[src/rtl/pih_pkg.sv]
package pih_pkg;
   // Register offsets; the host software relies on these fixed positions.
   localparam int unsigned OFS_LINE1_STATUS = 1;
   localparam int unsigned OFS_LINE2_STATUS = 2;
   localparam int unsigned OFS_TEST_SET     = 3;
   localparam int unsigned NUM_HOST_LINES   = 2;
endpackage

[src/rtl/pih_line_map.sv]
// Routes each bank's request pins onto the two host lines.
module pih_line_map #(
   parameter int unsigned            NB           = 8,
   parameter logic [NB-1:0]          PRESENT_MASK = '1,
   parameter logic [NB-1:0]          DUAL_MASK    = '1
) (
   input  logic [NB-1:0] req_l1,
   input  logic [NB-1:0] req_l2,
   output logic [NB-1:0] line1_o,
   output logic [NB-1:0] line2_o
);
   for (genvar b = 0; b < NB; b++) begin : g_bank
      if (!PRESENT_MASK[b]) begin : g_absent
         assign line1_o[b] = 1'b0;
         assign line2_o[b] = 1'b0;
      end else if (DUAL_MASK[b]) begin : g_dual
         assign line1_o[b] = req_l1[b];
         assign line2_o[b] = req_l2[b];
      end else begin : g_single
         assign line1_o[b] = req_l1[b];
         assign line2_o[b] = req_l1[b];
      end
   end
endmodule

[src/rtl/pih_status_reg.sv]
// One host line: registered status view and its active-low pin.
module pih_status_reg #(
   parameter int unsigned NB = 8
) (
   input  logic          clk,
   input  logic          rst_n,
   input  logic [NB-1:0] req,
   input  logic [NB-1:0] force_bits,
   output logic [NB-1:0] status,
   output logic          irq_n
);
   always_ff @(posedge clk or negedge rst_n) begin
      if (!rst_n) status <= '0;
      else        status <= req | force_bits;
   end

   assign irq_n = ~(|status);
endmodule

[src/rtl/pih_regport.sv]
// Byte register port: test register storage and read multiplexer.
module pih_regport
   import pih_pkg::*;
#(
   parameter int unsigned   NB           = 8,
   parameter int unsigned   ADDR_W       = 8,
   parameter int unsigned   DATA_W       = 8,
   parameter logic [NB-1:0] PRESENT_MASK = '1
) (
   input  logic              clk,
   input  logic              rst_n,
   input  logic [ADDR_W-1:0] addr,
   input  logic              wr,
   input  logic [DATA_W-1:0] wdata,
   input  logic [NB-1:0]     stat_l1,
   input  logic [NB-1:0]     stat_l2,
   output logic [NB-1:0]     test_q,
   output logic [DATA_W-1:0] rdata
);
   localparam int unsigned PAD_W = DATA_W - NB;

   logic hit_l1, hit_l2, hit_test;
   assign hit_l1   = (addr == ADDR_W'(OFS_LINE1_STATUS));
   assign hit_l2   = (addr == ADDR_W'(OFS_LINE2_STATUS));
   assign hit_test = (addr == ADDR_W'(OFS_TEST_SET));

   always_ff @(posedge clk or negedge rst_n) begin
      if (!rst_n)             test_q <= '0;
      else if (wr && hit_test) test_q <= wdata[NB-1:0] & PRESENT_MASK;
   end

   logic [NB-1:0] sel;
   always_comb begin
      sel = '0;
      if (hit_l1)   sel = stat_l1;
      if (hit_l2)   sel = stat_l2;
      if (hit_test) sel = test_q;
   end

   if (PAD_W > 0) begin : g_pad
      assign rdata = {{PAD_W{1'b0}}, sel};
   end else begin : g_nopad
      assign rdata = sel;
   end
endmodule

[src/rtl/pih_aggregator.sv]
module pih_aggregator
   import pih_pkg::*;
#(
   parameter int unsigned          NUM_BANKS    = 8,
   parameter int unsigned          ADDR_W       = 8,
   parameter int unsigned          DATA_W       = 8,
   parameter logic [NUM_BANKS-1:0] PRESENT_MASK = 8'h3F,
   parameter logic [NUM_BANKS-1:0] DUAL_MASK    = 8'h3D
) (
   input  logic                 clk,
   input  logic                 rst_n,
   input  logic [NUM_BANKS-1:0] bank_req_l1,
   input  logic [NUM_BANKS-1:0] bank_req_l2,
   input  logic [ADDR_W-1:0]    reg_addr,
   input  logic                 reg_wr,
   input  logic [DATA_W-1:0]    reg_wdata,
   output logic [DATA_W-1:0]    reg_rdata,
   output logic                 host1_irq_n,
   output logic                 host2_irq_n
);
   if (NUM_BANKS < 1 || NUM_BANKS > DATA_W) begin : g_bad_banks
      $error("NUM_BANKS must lie between 1 and DATA_W");
   end
   if (ADDR_W < 2) begin : g_bad_addr
      $error("ADDR_W too narrow for the test register offset");
   end

   logic [NUM_BANKS-1:0] line_req [NUM_HOST_LINES];
   logic [NUM_BANKS-1:0] line_stat [NUM_HOST_LINES];
   logic                 line_irq_n [NUM_HOST_LINES];
   logic [NUM_BANKS-1:0] test_q;

   pih_line_map #(
      .NB(NUM_BANKS), .PRESENT_MASK(PRESENT_MASK), .DUAL_MASK(DUAL_MASK)
   ) u_map (
      .req_l1(bank_req_l1), .req_l2(bank_req_l2),
      .line1_o(line_req[0]), .line2_o(line_req[1])
   );

   for (genvar l = 0; l < NUM_HOST_LINES; l++) begin : g_line
      pih_status_reg #(.NB(NUM_BANKS)) u_stat (
         .clk(clk), .rst_n(rst_n),
         .req(line_req[l]), .force_bits(test_q),
         .status(line_stat[l]), .irq_n(line_irq_n[l])
      );
   end

   pih_regport #(
      .NB(NUM_BANKS), .ADDR_W(ADDR_W), .DATA_W(DATA_W), .PRESENT_MASK(PRESENT_MASK)
   ) u_port (
      .clk(clk), .rst_n(rst_n),
      .addr(reg_addr), .wr(reg_wr), .wdata(reg_wdata),
      .stat_l1(line_stat[0]), .stat_l2(line_stat[1]),
      .test_q(test_q), .rdata(reg_rdata)
   );

   logic [NUM_BANKS-1:0] stat1_w, stat2_w;
   assign stat1_w     = line_stat[0];
   assign stat2_w     = line_stat[1];
   assign host1_irq_n = line_irq_n[0];
   assign host2_irq_n = line_irq_n[1];
endmodule

[config.mk]
export PLATFORM = sky130hd
export DESIGN_NAME = pih_aggregator
export DESIGN_NICKNAME = d
export VERILOG_FILES = /design/src/rtl/pih_pkg.sv /design/src/rtl/pih_line_map.sv /design/src/rtl/pih_status_reg.sv /design/src/rtl/pih_regport.sv /design/src/rtl/pih_aggregator.sv
export SDC_FILE = /design/constraint.sdc
export NUM_CORES = 1
export LEC_CHECK = 0
export BUFFER_PORTS_ARGS = -buffer_cell sky130_fd_sc_hd__buf_2
export CAP_MARGIN = 20
export CORE_ASPECT_RATIO = 0.7
export CORE_MARGIN = 4
export CORE_UTILIZATION = 42
export DETAILED_ROUTE_END_ITERATION = 10
export PLACE_DENSITY = 0.77
export SETUP_SLACK_MARGIN = 0.5
export SYNTH_ARGS = -nofsm -noshare
export SYNTH_HDL_FRONTEND = slang
export SYNTH_SLANG_ARGS = --single-unit
[constraint.sdc]
create_clock -name clk -period 1.3 [get_ports clk]
set_input_delay 0.13 -clock clk [delete_from_list [all_inputs] [get_ports clk]]
set_output_delay 0.13 -clock clk [all_outputs]
set_load 0.05 [all_outputs]
# Yosys cells after proc, flatten, opt, wreduce, memory -nomap -nowiden
# Cells that the tools add are included.
[classes] n_eq_ne=3 reduce_logical=3 n_mux=3 bitwise_logic=4
[op_table] cell="two-way mux 8 bit" n=3
[op_table] cell="== test 8 x 2 -> 1 bit, second input constant" n=2
[op_table] cell="OR reduction 8 bit" n=2
[op_table] cell="OR 6 bit" n=2
[op_table] cell="== test 8 x 1 -> 1 bit, second input constant" n=1
[op_table] cell="inverter 1 bit" n=2
[op_table] cell="logical AND 1 bit" n=1
[totals] elab_cells=16 inputBits=35 regBits=22 output_inout_bits=10

# Longest topological paths before layout
[logic_depth] word_depth=4 ltp_mapped=4 depth_no_buf=3

# Modules after synthesis
# Synthesis repeated with hierarchy kept, for this count alone.
[unflattened] cells_unflattened=102 area_unflattened_um2=1137.3
[modules_own_cells] mod="pih_status_reg" area_each_um2=269.0 instances=2 cells_each=19 seq_area_each_um2=200.2
[modules_own_cells] mod="pih_regport" area_each_um2=475.5 instances=1 cells_each=47 seq_area_each_um2=150.1
[modules_own_cells] mod="pih_line_map" area_each_um2=123.9 instances=1 cells_each=17 seq_area_each_um2=0.0

# Worst setup path after synthesis
# No wires, ideal clock.
[synth_timing] path_kind="register to output" from="reg g_line[1].u_stat.status[1] (netlist name)" to="out host1_irq_n" stages_incl_launch_ff=3 setup_slack_ns=-0.751 required_ns=1.170 arrival_time_ns=1.921 n_path_buf=0 path_cell_list="dfrtp_1 or4_1 nor3_1"
[synth_rtl] item="to (decl)" line_no="pih_aggregator.sv:18" source="output logic host1_irq_n,"

# Worst setup path in the final report
[layout_timing] from="reg g_line[1].u_stat.status[2]" to="out host2_irq_n"
[layout_via] elab_chain_cells=2
[layout_rtl] item="from (decl)" line_no="pih_status_reg.sv:9" source="output logic [NB-1:0] status,"
[layout_rtl] item="from (signal assigned)" line_no="pih_status_reg.sv:14" source="else status <= req | force_bits;"
[layout_rtl] item="OR reduction 8 bit" line_no="pih_status_reg.sv:17" source="assign irq_n = ~(|status);"
[layout_rtl] item="inverter 1 bit" line_no="pih_status_reg.sv:17"
[layout_rtl] item="to (decl)" line_no="pih_aggregator.sv:19" source="output logic host2_irq_n"
# No other way between the ends.

==> reports/results.tsv <==
metric	value	unit
CP max-delay cell	or4_4	
port buffer count	35	
drt first pass iters	4	
clock skew	0.00872	ns
number of CTS-inserted buffers	3	
top cell type's share of synthesized area	0.526	
Area contributors post-synth	dfrtp_1 53%, mux2_2 15%, or2_2 8.5%	
DR WL/cell	14.8	um
share of layout cells above drive strength 1	0.793	
flops & latches, synth	17	
fin util	0.807	
RR Endpoint	u_port.test_q[3]$_DFFE_PN0P_	
CP arrival	1.55	ns
total grt overflow	0	
Worst Setup SP	g_line[1].u_stat.status[2]$_DFF_PN0_	
critical path endpoint category	primary output	
DIE HEIGHT	44.7	um
Max Fclk	596	MHz
Worst EP required	1.17	ns
top cells by count, synth	17 x dfrtp_1, 11 x mux2_2, 11 x or2_2, 7 x nor2_1, 6 x a22oi_1	
diode count	0	
critical path class	flop to primary output	
Final GP Congestion	0.763	
worst skew pair latency	0.29	ns
worst hold path type	primary input to flop	
crit path to	host2_irq_n	
top_reg_cell synth	dfrtp_1	
Worst R2R Start	u_port.test_q[3]$_DFFE_PN0P_	
Maximum Capacitance Violations	0	
fin nets	152	
area of the multi-input gates	534	sq um
core outline area	1700	sq um
routed via count	686	
Clk pin slew, worst setup/hold paths	0.10	ns
vias in the first global route	740	
# clock sinks	17	
fill count	115	
Die ar.	2710	sq um
reg2reg setup slack	0.32	ns
number of flops mapped to enable cells by yosys	0	
ANT nets after route	0	
htree depth	1	
setup ws final	-0.378	ns
initial antenna violation count	0	
Final min period	1.68	ns
clock tree root buffer cell	clkbuf_4	
CTS tree	yes	
Yosys top cell by area	dfrtp_1	
largest stage delay on the critical path	0.55	ns
GRT Total Usage	0.168	
failing checks	negative setup slack	
Final period util	1.29	
DR vias/cell	5.01	
Mean Syn Cell Area	12.1	sq um
crit path cell chain	or4_4 -> nor3_4 -> buf_6	
crit start category	flop	
Async SR Flop Fraction	1.00	
Pins Over Slew Limit	0	
Die Width	60.5	um
Power Density	799	nW/um^2
CTS Buffer Depth	2	
Yosys Warn Count	0	
Mapped Cells	67	
Seq/Total Area, Yosys	0.526	
R2R depth	3	
WP buf/inv	1	
Distinct cells, synth	17	
CP Max Fanout	2	
most common cell in the netlist	dfrtp_1	
Routed WL	2030	um
final hold violation count	0	
status	complete, but fails checks	
Row Count	12	
first-pass GRT wire length	3330	um
starting density of the core	0.477	
Reg area	425	sq um
DRC Markers	0	
1st-iter DRT viols	7	
Ports	45	
Top delay family on crit path	simple AND/OR/NAND/NOR gates	
Syn Std Cell Area	810	sq um
Leakage	0.672	nW
Hold Slack	0.0281	ns
setup violators final	8	
maximum vdd drop	0.731	mV
DP HPWL	1460	um
RSZ-0062 raised after global routing	true	
synthesis-to-finish area growth	69.1	%
CP Depth	3	
pin count of the biggest net entering global routing	18	
cells by family (layout without fill, tap and decap cells):
| family | count (synthesis) | count (layout) | synth area share |
|---|---|---|---|
| buf+inv | 4 | 52 | 0.0309 |
| other cells | 1 | 2 | 0.00463 |
| simple gates | 27 | 27 | 0.216 |
| mux | 12 | 12 | 0.167 |
| compound gates | 6 | 6 | 0.0556 |
| flops | 17 | 17 | 0.526 |
final cells by class:
| cell class | count | share of cell area |
|---|---|---|
| Multi-Input combinational cell | 47 | 0.390 |
| Sequential cell | 17 | 0.311 |
| Timing Repair Buffer | 48 | 0.260 |
| Tap cell | 21 | 0.0192 |
| Clock buffer | 3 | 0.0165 |
| Clock inverter | 1 | 0.00366 |
worst min-delay path by stage:
stage                                                       to           start  slack [ns]  cells after the start
after floorplan           g_line[0].u_stat.status[0]$_DFF_PN0_           rst_n       -0.17                      0
after global placement            u_port.test_q[3]$_DFFE_PN0P_           rst_n        0.07                      1
after detailed placement  g_line[0].u_stat.status[3]$_DFF_PN0_           rst_n        0.07                      1
after CTS                 g_line[1].u_stat.status[0]$_DFF_PN0_  bank_req_l2[0]        0.02                      2
after global routing      g_line[1].u_stat.status[0]$_DFF_PN0_  bank_req_l2[0]       0.004                      2
final                     g_line[1].u_stat.status[1]$_DFF_PN0_  bank_req_l1[1]        0.03                      2
layout by cell type (no fill, tap or decap):
| master | instances |
|---|---|
| nand3_4 | 1 |
| dlygate4sd3_1 | 1 |
| nor4_4 | 1 |
| clkbuf_4 | 3 |
| or2_4 | 11 |
| nand2_4 | 1 |
| buf_2 | 27 |
| dfrtp_1 | 17 |
| buf_4 | 5 |
| nor3_4 | 2 |
| buf_6 | 14 |
| and3_1 | 1 |
| nor2_4 | 6 |
| a22oi_2 | 4 |
| nor2_1 | 1 |
| a22oi_1 | 2 |
| buf_8 | 1 |
| mux2_2 | 3 |
| nor2b_4 | 1 |
| conb_1 | 2 |
| or4_4 | 2 |
| clkinv_2 | 1 |
| mux2_4 | 9 |
state kept, by name (all words and copies together) (netlist names):
name	cells
u_port.test_q	6
g_line.u_stat.status	11
power breakdown:
| group | total [mW] | leakage (nW) | internal (mW) | switching [mW] |
|---|---|---|---|---|
| clock | 0.276 | 0.0177 | 0.114 | 0.161 |
| combinational | 0.243 | 0.443 | 0.141 | 0.102 |
| sequential | 0.575 | 0.211 | 0.555 | 0.0199 |
| total | 1.09 | 0.672 | 0.810 | 0.283 |
routing by layer:
metal  up-vias  global-route usage  wire (um)
met5         -                   0          0
li1        328                   -          -
met1       336               0.197        846
met4         0              0.0130          0
met3         0              0.0429        113
met2        22               0.323       1070
what timing repair did:
action / 4_1_cts / 5_1_grt
hold buffers: 1 / 0
endpoints found under the hold margin: 17 / 0
gates cloned: 0 / 0
resized for setup: 42 / 2
setup endpoints to repair: 25 / 24
pin swaps: 11 / 7
buffers inserted: 3 / 2
through the flow:
stage	setup TNS (ns)	instance area, sq um	power (mW)	cells	setup WS [ns]
5_1_grt	-2.74	1370	1.16	137	-0.439
6_report	-2.14	1370	1.09	137	-0.378
4_1_cts	-2.36	1350	1.10	135	-0.393
2_1_floorplan	-0.353	915	0.691	68	-0.176
3_3_place_gp	-0.541	1140	0.761	127	-0.145
3_5_place_dp	-0.797	1140	0.768	127	-0.168
Power figures use the tool's default switching activity.
